### src/rtl/link_pkg.sv
package link_pkg;
  parameter int unsigned LINK_LANES_DEF = 4;

  function automatic bit lanes_ok(input int unsigned n);
    return (n >= 2) && ((n & (n - 1)) == 0);
  endfunction
endpackage

### src/rtl/link_addr_decoder.sv
module link_addr_decoder #(
  parameter int unsigned N  = link_pkg::LINK_LANES_DEF,
  parameter int unsigned AW = $clog2(N)
) (
  input  logic [AW-1:0] addr_i,
  output logic [N-1:0]  sel_o
);
  for (genvar gi = 0; gi < N; gi++) begin : g_sel
    assign sel_o[gi] = (addr_i == AW'(gi));
  end
endmodule

### src/rtl/link_addr_seq.sv
module link_addr_seq #(
  parameter int unsigned N  = link_pkg::LINK_LANES_DEF,
  parameter int unsigned AW = $clog2(N)
) (
  input  logic          clk_i,
  input  logic          rst_ni,
  input  logic          run_i,
  output logic [AW-1:0] addr_o
);
  logic [AW-1:0] addr_q, addr_d;

  always_comb begin
    addr_d = addr_q;
    if (run_i) addr_d = addr_q + AW'(1);
  end

  always_ff @(posedge clk_i or negedge rst_ni) begin
    if (!rst_ni) addr_q <= '0;
    else         addr_q <= addr_d;
  end

  assign addr_o = addr_q;


  addr_step_chk: assert property (@(posedge clk_i) disable iff (!rst_ni)
    run_i |=> addr_o == AW'($past(addr_o) + AW'(1)));

  addr_hold_chk: assert property (@(posedge clk_i) disable iff (!rst_ni)
    !run_i |=> $stable(addr_o));
endmodule

### src/rtl/link_tx_mux.sv
module link_tx_mux #(
  parameter int unsigned N  = link_pkg::LINK_LANES_DEF,
  parameter int unsigned AW = $clog2(N)
) (
  input  logic          clk_i,
  input  logic          rst_ni,
  input  logic          enable_i,
  input  logic [AW-1:0] addr_i,
  input  logic [N-1:0]  data_i,
  output logic          line_o
);
  logic [N-1:0] sel;
  logic [N-1:0] gated;

  link_addr_decoder #(.N(N), .AW(AW)) u_dec (
    .addr_i (addr_i),
    .sel_o  (sel)
  );

  for (genvar gi = 0; gi < N; gi++) begin : g_gate
    assign gated[gi] = sel[gi] & data_i[gi];
  end

  assign line_o = enable_i & (|gated);


  line_pick_chk: assert property (@(posedge clk_i) disable iff (!rst_ni)
    enable_i |-> line_o == data_i[addr_i]);

  line_quiet_chk: assert property (@(posedge clk_i) disable iff (!rst_ni)
    !enable_i |-> !line_o);
endmodule

### src/rtl/link_rx_demux.sv
module link_rx_demux #(
  parameter int unsigned N  = link_pkg::LINK_LANES_DEF,
  parameter int unsigned AW = $clog2(N)
) (
  input  logic          clk_i,
  input  logic          rst_ni,
  input  logic          run_i,
  input  logic [AW-1:0] addr_i,
  input  logic          line_i,
  output logic [N-1:0]  word_o,
  output logic          valid_o
);
  logic [N-1:0] sel;
  logic [N-1:0] word_q, word_d;
  logic         valid_q, valid_d;

  link_addr_decoder #(.N(N), .AW(AW)) u_dec (
    .addr_i (addr_i),
    .sel_o  (sel)
  );

  for (genvar gi = 0; gi < N; gi++) begin : g_bit
    always_comb begin
      word_d[gi] = word_q[gi];
      if (run_i && sel[gi]) word_d[gi] = line_i;
    end
  end

  always_comb valid_d = run_i & sel[N-1];

  always_ff @(posedge clk_i or negedge rst_ni) begin
    if (!rst_ni) begin
      word_q  <= '0;
      valid_q <= 1'b0;
    end else begin
      word_q  <= word_d;
      valid_q <= valid_d;
    end
  end

  assign word_o  = word_q;
  assign valid_o = valid_q;


  capture_chk: assert property (@(posedge clk_i) disable iff (!rst_ni)
    run_i |=> word_o[$past(addr_i)] == $past(line_i));

  freeze_chk: assert property (@(posedge clk_i) disable iff (!rst_ni)
    !run_i |=> $stable(word_o));

  pulse_chk: assert property (@(posedge clk_i) disable iff (!rst_ni)
    valid_o |=> !valid_o);
endmodule

### src/rtl/serial_link_pair.sv
module serial_link_pair #(
  parameter int unsigned N  = link_pkg::LINK_LANES_DEF,
  parameter int unsigned AW = $clog2(N)
) (
  input  logic          clk_i,
  input  logic          rst_ni,
  input  logic          run_i,
  input  logic          enable_i,
  input  logic [N-1:0]  tx_word_i,
  output logic [AW-1:0] addr_o,
  output logic          line_o,
  output logic [N-1:0]  rx_word_o,
  output logic          word_valid_o
);
  logic [AW-1:0] addr;
  logic          line;

  initial begin
    if (!link_pkg::lanes_ok(N)) $error("lane count must be a power of two, at least 2");
  end

  link_addr_seq #(.N(N), .AW(AW)) u_seq (
    .clk_i  (clk_i),
    .rst_ni (rst_ni),
    .run_i  (run_i),
    .addr_o (addr)
  );

  link_tx_mux #(.N(N), .AW(AW)) u_tx (
    .clk_i    (clk_i),
    .rst_ni   (rst_ni),
    .enable_i (enable_i),
    .addr_i   (addr),
    .data_i   (tx_word_i),
    .line_o   (line)
  );

  link_rx_demux #(.N(N), .AW(AW)) u_rx (
    .clk_i   (clk_i),
    .rst_ni  (rst_ni),
    .run_i   (run_i),
    .addr_i  (addr),
    .line_i  (line),
    .word_o  (rx_word_o),
    .valid_o (word_valid_o)
  );

  assign addr_o = addr;
  assign line_o = line;
endmodule

### config.mk
export PLATFORM = sky130hd
export DESIGN_NAME = serial_link_pair
export DESIGN_NICKNAME = d
export VERILOG_FILES = /design/src/rtl/link_pkg.sv /design/src/rtl/link_addr_decoder.sv /design/src/rtl/link_addr_seq.sv /design/src/rtl/link_tx_mux.sv /design/src/rtl/link_rx_demux.sv /design/src/rtl/serial_link_pair.sv
export SDC_FILE = /design/constraint.sdc
export NUM_CORES = 1
export LEC_CHECK = 0
export ABC_AREA = 1
export CORE_AREA = 2 2 39 41
export DETAILED_ROUTE_END_ITERATION = 12
export DIE_AREA = 0 0 41 43
export DONT_BUFFER_PORTS = 1
export MAX_ROUTING_LAYER = met4
export PLACE_DENSITY_LB_ADDON = 0.3
export RECOVER_POWER = 50
export SYNTH_ARGS = -nofsm -noshare
export SYNTH_HDL_FRONTEND = slang
export SYNTH_SLANG_ARGS = --single-unit
### constraint.sdc
create_clock -name clk_i -period 3.7 [get_ports clk_i]
set_clock_uncertainty 0.2 [all_clocks]
set_input_delay 0.74 -clock clk_i [delete_from_list [all_inputs] [get_ports clk_i]]
set_output_delay 0.74 -clock clk_i [all_outputs]
set_load 0.02 [all_outputs]
==> impl_results.rst <==
.. list-table::
   :header-rows: 1

   * - Metric
     - Value
   * - Run status
     - complete, no violations
   * - Post-detailed-route via-to-cell ratio
     - about 4.1
   * - Aggregate global routing overflow
     - 0
   * - Area share of the largest cell type after synthesis
     - 0.468
   * - Synthesis warning total
     - 0
   * - Wire length of the first global-routing pass
     - just over 1000 µm
   * - Final design utilization
     - 0.309
   * - H-tree depth
     - 1
   * - Area used by multi-input combinational logic
     - roughly 170 µm²
   * - Initial DRC count
     - 2
   * - Die Ht
     - between 40 and 50 µm
   * - Starting utilization of the core area
     - 0.270
   * - Combined area of all synthesized cells
     - 374 µm²
   * - Path type of the worst min-delay path
     - in2reg
   * - Post-detailed-routing wire length
     - roughly 700 µm
   * - Antenna violation net count after detailed routing
     - 0
   * - Post-Synthesis Cells
     - 46
   * - # resized after CTS
     - 0
   * - Total die area
     - 0.00176 mm²
   * - HPWL after detailed placement
     - 573 µm
   * - Top area cells in the synthesized netlist
     - dfrtp_1 47%, nand2_1 19%, ha_1 13%
   * - RSZ-0062 raised after global routing
     - false
   * - Vias after detailed routing
     - about 280
   * - TNS Setup
     - 0 ns
   * - Die width
     - 41 µm
   * - Final Slew Violations
     - 0
   * - Antenna violations before repair
     - 0
   * - Flop and latch count out of synthesis
     - 7
   * - Floorplan row count
     - 14
   * - Clock Sinks
     - 7
   * - Count of flip-flops with a built-in enable after synthesis
     - 0
   * - Remaining max-slew budget at the tightest pin
     - 0.780
   * - # DRC
     - 0
   * - Cell type with the highest aggregate area in the netlist
     - dfrtp_1
   * - Predominant post-synthesis flop cell
     - dfrtp_1
   * - Max frequency
     - between 400 and 500 MHz
   * - Hold WS
     - slightly below 0.4 ns
   * - Gpl congestion
     - about 0.66
   * - Slew of the pin with the lowest slew margin
     - 0.329 ns
   * - Worst voltage drop across the vdd grid
     - 0.220 mV
   * - Total routing resource utilization after global routing
     - 0.0956
   * - Clock latency on the worst-skew pair
     - ~0.24 ns
   * - Buffers on Ports
     - 0
   * - Data required time of the critical path
     - roughly 2.8 ns
   * - Clock root buffer
     - clkbuf_4
   * - Number of max-cap violations
     - 0
   * - Ratio of final minimum period to clock period
     - 0.660
   * - Final critical delay including setup and external delays
     - about 2.4 ns
   * - Ports
     - 16
   * - Endpoint arrival time on the critical path
     - 1.50 ns
   * - Router iterations before antenna repair
     - 2
   * - Diode insertion count for antenna repair
     - 0
   * - Core area
     - approximately 0.0014 mm²
   * - Vias in the first global route
     - around 250
   * - Proportion of synthesized chip area in sequential cells
     - 0.468
   * - Post-synthesis cell type count
     - 11
   * - Post-CTS Hold Buffers
     - 1
   * - Layout cells sized above 1
     - 0.0784
   * - Final hold viol count
     - 0
   * - Cell Pwr Density
     - between 800 and 900 mW/mm²
   * - Area grow syn2layout
     - 14.4%
   * - Post-synthesis async set-or-reset flop share
     - 1.00
   * - Fill cell count
     - between 150 and 200
   * - Element type at the critical path end
     - output port
   * - Post-CTS Repair Setup Buffers
     - 0
   * - Post-synthesis net count
     - 58
   * - Largest net degree at the start of global routing
     - 8
   * - Type of origin of the critical path
     - flip-flop
   * - Top-count cell post-synth
     - nand2_1
   * - Total design power
     - between 0.0003 and 0.0004 W
   * - Max Root-Sink Buffers
     - 2
   * - Post-synthesis average cell area
     - approximately 8.1 µm²
   * - Total setup violations reported at the end of the flow
     - 0
   * - Top cells by count, synth
     - 19 x nand2_1, 7 x dfrtp_1, 4 x ha_1, 4 x inv_1, 4 x nand3_1
   * - Critical path peak fanout
     - 5
   * - CTS buffer count
     - 3
   * - Total number of nets in the final design
     - 64
   * - TritonCTS clock tree
     - done
   * - Cell leakage power
     - around 0.24 nW
   * - Storage element area
     - between 150 and 200 µm²
   * - Worst setup path category
     - reg2out
   * - Wire length per cell after detailed routing
     - approximately 10 µm
   * - Clock Pin Slew Worst Setup and Hold Paths
     - ~0.05 ns
-- final timing paths --
check	depth (start not counted)	from	endpoint	slack, ns
max	5	u_seq.addr_o[0]$_DFFE_PN0P_	line_o	1.26
min	1	run_i	u_seq.addr_o[0]$_DFFE_PN0P_	0.39
max reg2reg	8	u_seq.addr_o[0]$_DFFE_PN0P_	u_rx.word_o[3]$_DFFE_PN0P_	2.09
min reg2reg	2	u_rx.word_o[2]$_DFFE_PN0P_	u_rx.word_o[2]$_DFFE_PN0P_	0.41
max in group asynchronous	1	rst_ni	u_seq.addr_o[1]$_DFFE_PN0P_	2.43
min in group asynchronous	1	rst_ni	u_rx.word_o[0]$_DFFE_PN0P_	0.63
-- through the flow --
step	cells	instance area, µm²	worst slack, ns
global placement	62	394	1.54
CTS	67	430	1.23
detailed placement	62	394	1.50
global route	67	428	1.15
finish	67	428	1.26
floorplan	46	374	1.60
-- cell usage in the layout (no fill, tap or decap) --
| master | n |
|---|---|
| clkbuf_1 | 1 |
| clkbuf_4 | 3 |
| clkinv_1 | 3 |
| dfrtp_1 | 7 |
| dlygate4sd3_1 | 1 |
| ha_1 | 4 |
| inv_1 | 4 |
| inv_2 | 1 |
| nand2_1 | 20 |
| nand3_1 | 4 |
| o21a_1 | 1 |
| o21ai_0 | 1 |
| xor2_1 | 1 |
-- worst max-delay path, stage by stage, from the launching register on --
cell and delay, ns:
dfrtp_1 0.53, inv_1 0.12, ha_1 0.23, nand2_1 0.06, nand2_1 0.07, o21a_1 0.25
-- metal layers --
| layer | up-vias | track usage | share of wire |
|---|---|---|---|
| met1 | 119 | 0.103 | 0.46 |
| met4 | 0 | 0.100 | 0 |
| met5 | - | - | 0 |
| met3 | 0 | 0.0314 | 0.086 |
| li1 | 148 | - | - |
| met2 | 10 | 0.125 | 0.45 |
-- sequential cells by signal (all words and copies together), names as in the netlist --
| register | flops |
|---|---|
| u_rx.word_o | 4 |
| u_rx.valid_o | 1 |
| u_seq.addr_o | 2 |
-- power breakdown --
part	internal (W)	switching, W
Sequential	0.000107	0.0000666
Combinational	0.0000429	0.0000722
Clock	0.0000410	0.0000257
-- cells by family (layout without fill, tap and decap cells) --
kind of cell,Yosys count,after routing,share of synthesized area
compound gates,2,2,0.0334
xor+xnor,1,1,0.0234
fa+ha+maj,4,4,0.134
buf+inv,8,13,0.0802
flops,7,7,0.468
simple gates,24,24,0.261
-- final cells by class --
class                      instances  share of cell area
sequential                         7               0.409
inverter                           8              0.0702
clock buffer                       4              0.0614
tap                               16              0.0468
multi-input combinational         31               0.389
timing repair buffer               1              0.0234
Note: power is estimated with default switching activity, not from simulation.
